[src/rtl/rcs_pkg.sv]
package rcs_pkg;
    typedef enum logic [2:0] {
        RS_IDLE,
        RS_PLAY_HI,
        RS_PLAY_LO,
        RS_ERASE_HI,
        RS_ERASE_LO
    } rcs_state_e;

    localparam logic [7:0] RCS_STOP_CODE = 8'h80;
endpackage

[src/rtl/rcs_pulse_timer.sv]
module rcs_pulse_timer #(
    parameter int PULSE_CLKS = 13
) (
    input  logic clk,
    input  logic rst,
    input  logic run,
    output logic done
);
    localparam int TW = $clog2(PULSE_CLKS + 1);
    localparam logic [TW-1:0] T_LAST = TW'(PULSE_CLKS - 1);

    logic [TW-1:0] cnt;

    always_ff @(posedge clk) begin
        if (rst || !run) cnt <= '0;
        else             cnt <= cnt + 1'b1;
    end

    assign done = run && (cnt == T_LAST);

    // while running, the count never passes the final value
    assert_pulse_bound_R6: assert property (@(posedge clk) disable iff (rst)
        run |-> (cnt <= T_LAST));
endmodule

[src/rtl/rcs_stop_track.sv]
module rcs_stop_track
    import rcs_pkg::*;
(
    input  logic       clk,
    input  logic       rst,
    input  logic       clear,
    input  logic       cmd_valid,
    input  logic [7:0] cmd_byte,
    input  logic       in_erase_lo,
    input  logic       roll,
    output logic       stop_cur
);
    logic stop_hit;
    logic stop_nxt;

    assign stop_hit = cmd_valid && (cmd_byte == RCS_STOP_CODE);

    always_ff @(posedge clk) begin
        if (rst || clear) begin
            stop_cur <= 1'b0;
            stop_nxt <= 1'b0;
        end else if (roll) begin
            stop_cur <= stop_nxt || stop_hit;
            stop_nxt <= 1'b0;
        end else if (stop_hit) begin
            if (in_erase_lo) stop_nxt <= 1'b1;
            else             stop_cur <= 1'b1;
        end
    end

    // a stop seen during the erase low pulse moves onto the next row
    assert_stop_defer_R9: assert property (@(posedge clk) disable iff (rst)
        (stop_hit && in_erase_lo && !roll && !clear) |=> stop_nxt);
endmodule

[src/rtl/row_clock_seq.sv]
module row_clock_seq
    import rcs_pkg::*;
#(
    parameter int ROW_TICKS    = 2048,
    parameter int LOW_TICKS    = 64,
    parameter int NUM_ROWS     = 1888,
    parameter int ADDR_W       = 16,
    parameter int ROW_SHIFT    = 5,
    parameter int CLK_MHZ      = 50,
    parameter int ERASE_LOW_NS = 250
) (
    input  logic                          clk,
    input  logic                          rst,
    input  logic                          tick,
    input  logic                          start,
    input  logic                          erase_mode,
    input  logic [ADDR_W-1:0]             start_addr,
    input  logic                          cmd_valid,
    input  logic [7:0]                    cmd_byte,
    output logic                          rac_n,
    output logic [$clog2(NUM_ROWS)-1:0]   row_idx,
    output logic                          busy
);
    localparam int ROW_W     = $clog2(NUM_ROWS);
    localparam int SR_W      = ADDR_W - ROW_SHIFT;
    localparam int CNT_W     = $clog2(ROW_TICKS);
    localparam int ELOW_RAW  = (ERASE_LOW_NS * CLK_MHZ + 999) / 1000;
    localparam int ELOW      = (ELOW_RAW < 1) ? 1 : ELOW_RAW;
    localparam logic [CNT_W-1:0] CNT_LAST = CNT_W'(ROW_TICKS - 1);
    localparam logic [CNT_W-1:0] HI_LAST  = CNT_W'(ROW_TICKS - LOW_TICKS - 1);
    localparam logic [ROW_W-1:0] LAST_ROW = ROW_W'(NUM_ROWS - 1);

    rcs_state_e       state, state_nx;
    logic [CNT_W-1:0] cnt;
    logic [SR_W-1:0]  start_row;
    logic             unused_addr_low;
    logic             start_ok;
    logic             lo_done;
    logic             stop_cur;
    logic             row_end;
    logic             finish;

    assign start_row       = start_addr[ADDR_W-1:ROW_SHIFT];
    assign unused_addr_low = ^start_addr[ROW_SHIFT-1:0];
    assign start_ok        = start && (state == RS_IDLE) && (32'(start_row) < NUM_ROWS);

    assign row_end = ((state == RS_PLAY_LO) && tick && (cnt == CNT_LAST)) ||
                     ((state == RS_ERASE_LO) && lo_done);
    assign finish  = row_end && (stop_cur || (row_idx == LAST_ROW));

    rcs_pulse_timer #(.PULSE_CLKS(ELOW)) u_pulse (
        .clk  (clk),
        .rst  (rst),
        .run  (state == RS_ERASE_LO),
        .done (lo_done)
    );

    rcs_stop_track u_stop (
        .clk         (clk),
        .rst         (rst),
        .clear       (start_ok),
        .cmd_valid   (cmd_valid),
        .cmd_byte    (cmd_byte),
        .in_erase_lo (state == RS_ERASE_LO),
        .roll        ((state == RS_ERASE_LO) && lo_done && !finish),
        .stop_cur    (stop_cur)
    );

    // next-state logic
    always_comb begin
        state_nx = state;
        unique case (state)
            RS_IDLE:     if (start_ok) state_nx = erase_mode ? RS_ERASE_HI : RS_PLAY_HI;
            RS_PLAY_HI:  if (tick && cnt == HI_LAST) state_nx = RS_PLAY_LO;
            RS_PLAY_LO:  if (row_end) state_nx = finish ? RS_IDLE : RS_PLAY_HI;
            RS_ERASE_HI: if (tick && cnt == CNT_LAST) state_nx = RS_ERASE_LO;
            RS_ERASE_LO: if (row_end) state_nx = finish ? RS_IDLE : RS_ERASE_HI;
            default:     state_nx = RS_IDLE;
        endcase
    end

    // state register with row and tick counters
    always_ff @(posedge clk) begin
        if (rst) begin
            state   <= RS_IDLE;
            cnt     <= '0;
            row_idx <= '0;
        end else begin
            state <= state_nx;
            if (start_ok) begin
                cnt     <= '0;
                row_idx <= ROW_W'(start_row);
            end else if (row_end) begin
                cnt <= '0;
                if (!finish) row_idx <= row_idx + 1'b1;
            end else if (tick && (state != RS_IDLE) && (state != RS_ERASE_LO)) begin
                cnt <= cnt + 1'b1;
            end
        end
    end

    // outputs
    always_comb begin
        unique case (state)
            RS_IDLE:                  begin rac_n = 1'b1; busy = 1'b0; end
            RS_PLAY_HI, RS_ERASE_HI:  begin rac_n = 1'b1; busy = 1'b1; end
            RS_PLAY_LO, RS_ERASE_LO:  begin rac_n = 1'b0; busy = 1'b1; end
            default:                  begin rac_n = 1'b1; busy = 1'b0; end
        endcase
    end

    // checker: length of each erase low pulse
    logic [15:0] lo_len;
    always_ff @(posedge clk) begin
        if (rst)                        lo_len <= '0;
        else if (state == RS_ERASE_LO)  lo_len <= lo_len + 1'b1;
        else                            lo_len <= '0;
    end

    assert_row_in_range_R10: assert property (@(posedge clk) disable iff (rst)
        32'(row_idx) < NUM_ROWS);
    assert_erase_pulse_len_R6: assert property (@(posedge clk) disable iff (rst)
        ($past(state == RS_ERASE_LO) && state != RS_ERASE_LO) |-> (lo_len == 16'(ELOW)));
    assert_row_step_R5: assert property (@(posedge clk) disable iff (rst)
        ($past(busy) && busy && row_idx != $past(row_idx)) |->
            (row_idx == $past(row_idx) + 1'b1 && $rose(rac_n)));
    assert_end_on_marker_R8: assert property (@(posedge clk) disable iff (rst)
        $fell(busy) |-> ($past(!rac_n) && rac_n));
    assert_start_load_R2: assert property (@(posedge clk) disable iff (rst)
        start_ok |=> (busy && row_idx == ROW_W'($past(start_row))));
    assert_idle_marker_R1: assert property (@(posedge clk) disable iff (rst)
        !busy |-> rac_n);
endmodule

[config.mk]
export PLATFORM = sky130hd
export DESIGN_NAME = row_clock_seq
export DESIGN_NICKNAME = d
export VERILOG_FILES = /design/src/rtl/rcs_pkg.sv /design/src/rtl/rcs_pulse_timer.sv /design/src/rtl/rcs_stop_track.sv /design/src/rtl/row_clock_seq.sv
export SDC_FILE = /design/constraint.sdc
export NUM_CORES = 1
export LEC_CHECK = 0
export BUFFER_PORTS_ARGS = -buffer_cell sky130_fd_sc_hd__buf_2
export CORE_MARGIN = 1.5
export CORE_UTILIZATION = 45
export DETAILED_ROUTE_END_ITERATION = 16
export PLACE_DENSITY_LB_ADDON = 0.2
export SLEW_MARGIN = 5
export SYNTH_ARGS = -nofsm -noshare
export SYNTH_HDL_FRONTEND = slang
export SYNTH_SLANG_ARGS = --single-unit
[constraint.sdc]
create_clock -name clk -period 2.6 [get_ports clk]
set_input_delay 0.13 -clock clk [delete_from_list [all_inputs] [get_ports clk]]
set_output_delay 0.13 -clock clk [all_outputs]
set_load 0.01 [all_outputs]
### Word-level counts from Yosys, hierarchy flattened

Index checks and enable logic that the tools add are counted.

* bits in registers: 31
* logic and storage cells: 76

* $add $sub $neg: 3
* $lt $le $gt $ge: 1
* equality and inequality tests: 17
* muxes and demuxes: 17
* reduce and logical (&&, ||, !) cells: 32

Operators by type and width (count)
* == test 11 bit, second input constant: 3
* two-way mux 11 bit: 3
* adder 11 x 1 -> 11 bit, second input constant: 2
* two-way mux 3 bit: 5
* case mux 3 bit (5 select lines): 1
* logical AND 1 bit: 13
* < comparator 11 bit, second input constant: 1
* == test 8 bit, second input constant: 1
* != test 2 bit, second input constant: 4
* == test 3 x 2 -> 1 bit, second input constant: 2
* two-way mux 1 bit: 6
* != test 2 x 1 -> 1 bit, second input constant: 3
* AND reduction 2 bit: 3
* logical OR 1 bit: 5
* AND reduction 5 bit: 1
* adder 4 x 1 -> 4 bit, second input constant: 1
* == test 4 bit, second input constant: 1
* two-way mux 2 bit: 2
* nonzero test 2 bit: 2
* OR reduction 2 bit: 2
* OR reduction 4 bit: 1
* == test 3 x 1 -> 1 bit, second input constant: 1
* == test 3 bit, second input constant: 1
* logical NOT 3 bit: 1
* other kinds (4): 5

### Longest topological paths before layout

* depth in word-level cells: 9
* gate-level depth with buffers: 8
* depth with buffers taken out: 7

### Hierarchy

From an unflattened synthesis, not the netlist that was laid out.

* cells, all modules: 209
* area, all modules: 1811.7 um2

Modules (own cells, without submodules)
* row_clock_seq: times used 1, cells an instance 177, area an instance 1488.9 um2, sequential area each 500.5 um2
* rcs_pulse_timer: times used 1, cells an instance 19, area an instance 185.2 um2, sequential area each 80.1 um2
* rcs_stop_track: times used 1, cells an instance 13, area an instance 137.6 um2, sequential area each 40.0 um2

### Least setup slack after synthesis

No wires, ideal clock.

* path kind: register to register
* start point: register state[2]
* end point: register row_idx[1]
* arrival time: 1.847 ns
* data required time: 2.454 ns
* path slack: 0.607 ns
* stages on the path, launching flop included: 8
* path buffers: 2
* clock period less this slack: 1.993 ns
* path through: dfxtp_1 > buf_6 > or3b_1 > or4_4 > a21oi_4 > buf_6 > mux2i_1 > a211oi_2

* cells in the longest elaborated chain, start to end: 7

Ends and longest elaborated chain
* start: declaration: line row_clock_seq.sv:33 `rcs_state_e state, state_nx;`
* start signal: assignment: line row_clock_seq.sv:89 `state <= state_nx;`
* == test 3 x 2 -> 1 bit / == test 3 bit (equally long branches): line row_clock_seq.sv:47, row_clock_seq.sv:48, row_clock_seq.sv:54
* logical AND 1 bit (on tied branches): line row_clock_seq.sv:47, rcs_pulse_timer.sv:19
* logical AND 1 bit (on tied branches): line row_clock_seq.sv:47, row_clock_seq.sv:48
* logical OR 1 bit: line row_clock_seq.sv:47 `assign row_end = ((state == RS_PLAY_LO) && tick && (cnt == CNT_LAST)) ||`
* logical AND 1 bit: line row_clock_seq.sv:49 `assign finish = row_end && (stop_cur || (row_idx == LAST_ROW));`
* != test 2 x 1 -> 1 bit (no source line)
* AND reduction 2 bit (no source line)
* end signal: assignment: line row_clock_seq.sv:92 `row_idx <= ROW_W'(start_row);`
* end signal: assignment: line row_clock_seq.sv:95 `if (!finish) row_idx <= row_idx + 1'b1;`
* end: declaration: line row_clock_seq.sv:21 `output logic [$clog2(NUM_ROWS)-1:0] row_idx,`

Parallel ways exist; a longest one is shown, timed or not.
A chain may end at the register's enable or synchronous reset.

### Worst setup path after layout

* start point: register cnt[0]
* end point: register row_idx[4]

* cells in the longest elaborated chain, start to end: 6

Ends and longest elaborated chain
* start: declaration: line row_clock_seq.sv:34 `logic [CNT_W-1:0] cnt;`
* start signal: assignment: line row_clock_seq.sv:97 `cnt <= cnt + 1'b1;`
* == test 11 bit (*): line row_clock_seq.sv:47
* logical AND 1 bit (*): line row_clock_seq.sv:47
* logical OR 1 bit (*): line row_clock_seq.sv:47
* logical AND 1 bit: line row_clock_seq.sv:49
* != test 2 x 1 -> 1 bit (no source line)
* AND reduction 2 bit (no source line) (*)

Every way passes the cells marked *; elsewhere a longest branch is shown, timed or not.

==> out/qor.txt <==
CP required: 2.78 ns
Comb pwr share: 19.7%
Worst flop-to-flop path startpoint: cnt[0]
Rel. slew slack: 59.1%
Hold Path Class: in -> reg
Die Wd: 64.8 um
DP Wirelength: 2.80 mm
RR Endpoint: row_idx[4]
Largest net degree at the start of global routing: 21
Drt first pass iters: 4
Critical path endpoint category: flop
Post-synth EDFFs: 0
DRC violation total after the first TritonRoute iteration: 171
Dominant cell by count in the synthesized netlist: dfxtp_1
Syn Inst Count: 210
Number of diodes: 0
Met2 Resource Use GR: 33.0%
Initial Utilization: 47.0%
CTS HTree Levels: 2
Post-synthesis register bit count: 31
Sequential-to-total area share from yosys stat: 36.1%
Met1 Use GR: 25.6%
Net Sw Power: 0.000383 W
Fin nets: 283
Number of setup buffers added after CTS: 0
GRT overflow: 0
Clock power share: 38.2%
Synth Cell Area: 1720 um2
Total power: 0.00132 W
Hold buffers post-CTS: 0
Worst reg-to-reg path cell count: 7
Synth warn: 0
Cts bufs inserted: 5
Flop pwr share: 42.1%
Die Y: 64.8 um
Number of placed instances, taps included: 290
CTS max path bufs: 2
Synth Net Count: 244
Async S/R FF share, synth: 0%
CTS Sinks: 31
IO Count: 43
Yosys top cell area share: 36.1%
Hold_ws: 0.0888 ns
Leak: 0.791 nW
Largest cells by area after synthesis: dfxtp_1 (36%), nor2_1 (6.1%), nor3_1 (4.7%)
Setup TNS Final: 0 ns
Final setup fails: 0
Post-route minimum period: 2.15 ns
RSZ-0062 raised after global routing: no
DR vias: 1622
Antenna viol nets, final: 0
Critical path origin: cnt[0]
Fmax: 0.466 GHz
Synth top cells by count: dfxtp_1 (31), nor2_1 (28), nand2_1 (16), nor3_1 (16), nand3_1 (12)
Sw Share: 29.1%
Main flop type after synthesis: dfxtp_1
First-pass GRT wire length: 6.56 mm
CTS clk-pin slew, worst paths: 0.07 ns
Fraction of layout cells with a size suffix above 1: 22.0%
Outcome: completed
Slew Viols, Final: 0
Worst skew pair latency: 0.29 ns
Core box area: 3660 um2
Routing usage on met3: 5.21%
Slew of the pin with the lowest slew margin: 0.605 ns
GR Util All Layers: 19.9%
Crit start category: flop
Drt wl/cell: 12.8 um
Post-CTS Resized: 0
Layout Skew: 0.00772 ns
Syn Area/Cell: 8.19 um2
Gpl congestion: 0.804
Fin crit share: 82.6%
IO Port Bufs: 37
Max VDD drop: 0.439 mV
Cell Int Power: 0.000933 W
Max cap viols: 0
Flop-to-flop setup slack: 0.45 ns
Non-Filler Instances: 298
Drt drc: 0
Crit Path Category: reg -> reg
WP data arrival: 2.32 ns
Vias in the first global route: 1516
CTS tree: yes
Syn-to-layout area delta: 20.2%
Synth unique cells: 47
Post-synth top area cell: dfxtp_1
Final WL: 3.82 mm
Worst setup endpoint: row_idx[4]
Cell Pwr Density: 637 nW/um2
Final Hold Fails: 0
Initial antenna violation count: 0
Die area: 4200 um2
Root Driver: clkbuf_8
Post-DR vias/cell: 5.44
Core Rows: 22
Peak fanout along the critical path: 14
GR peak layer: met2
Util after Layout: 56.4%
-- final cells by class --
| cell class | count | area (um2) |
|---|---|---|
| Fill cell | 351 | 1600 |
| Multi-Input combinational cell | 162 | 1010 |
| Sequential cell | 31 | 621 |
| Timing Repair Buffer | 43 | 230 |
| Clock buffer | 6 | 82.6 |
| Tap cell | 48 | 60.1 |
| Clock inverter | 2 | 35.0 |
| Inverter | 6 | 22.5 |
-- logic make-up after synthesis --
| group | share of synthesized area (%) |
|---|---|
| AO/OA/AOI/OAI | 17.8 |
| XOR/XNOR | 7.64 |
| adder cells (fa/ha/maj) | 2.91 |
| buffers and inverters | 4.88 |
| flip-flops | 36.1 |
| multiplexers | 0.582 |
| AND/OR/NAND/NOR | 30.1 |
-- flip-flops by register name, indices dropped and copies added, names as in the netlist --
signal / flops
cnt: 11
u_pulse.cnt: 4
u_stop.stop_cur: 1
row_idx: 11
u_stop.stop_nxt: 1
state: 3
-- critical path: stages (launching register included) --
cell and delay [ns]:
dfxtp_1 0.37, ha_1 0.19, nand3_1 0.14, or4_4 0.59, a21oi_4 0.17, buf_4 0.20
nor3_1 0.06, a2111oi_0 0.31
-- per-layer routing --
metal	routed length (um)	vias up
met5	0	-
met4	24	0
met3	142	3
met2	1800	25
met1	1850	744
li1	-	850
-- power groups by stage --
stage          clock [W]  combinational (W)  sequential (W)
6_report        0.000503           0.000259        0.000554
5_1_grt         0.000535           0.000289        0.000559
4_1_cts         0.000513           0.000262        0.000554
3_5_place_dp           0           0.000261        0.000565
3_3_place_gp           0           0.000257        0.000564
2_1_floorplan          0           0.000167        0.000561
-- placed cells by master (no fill, tap or decap), types with 2 or more instances in the layout --
master	netlist	final
nor2_1	28	28
nor4bb_1	2	2
o211ai_1	2	2
ha_1	4	4
nand4_1	5	5
nor4_1	4	4
a21oi_1	7	7
xor2_1	6	6
xnor2_1	9	9
a211oi_1	2	2
nor2b_1	2	2
nand3_1	12	12
nand2_1	16	16
buf_4	1	6
nor3_1	16	16
o311ai_0	4	4
clkbuf_8	0	6
and4_1	4	4
inv_1	6	6
dfxtp_1	31	31
buf_2	1	37
o21a_1	2	2
a31oi_1	3	3
nand2b_1	3	3
o21ai_0	9	9
a32oi_1	2	2
-- worst min-delay path by stage --
stage / start / end / slack [ns] / cells after the start
3_3_place_gp: start_addr[13] / row_idx[8] / 0.39 / 3
5_1_grt: start_addr[11] / row_idx[6] / 0.12 / 3
2_1_floorplan: start_addr[10] / row_idx[5] / 0.28 / 2
6_report: start_addr[11] / row_idx[6] / 0.09 / 3
4_1_cts: start_addr[11] / row_idx[6] / 0.08 / 3
3_5_place_dp: start_addr[11] / row_idx[6] / 0.39 / 3
-- stage by stage --
stage               worst slack, ns  cell area [um2]
floorplan                     0.607             1720
global placement              0.482             1950
detailed placement            0.477             1950
CTS                           0.446             2070
global route                  0.340             2070
finish                        0.454             2070
Power figures use the tool's default switching activity.
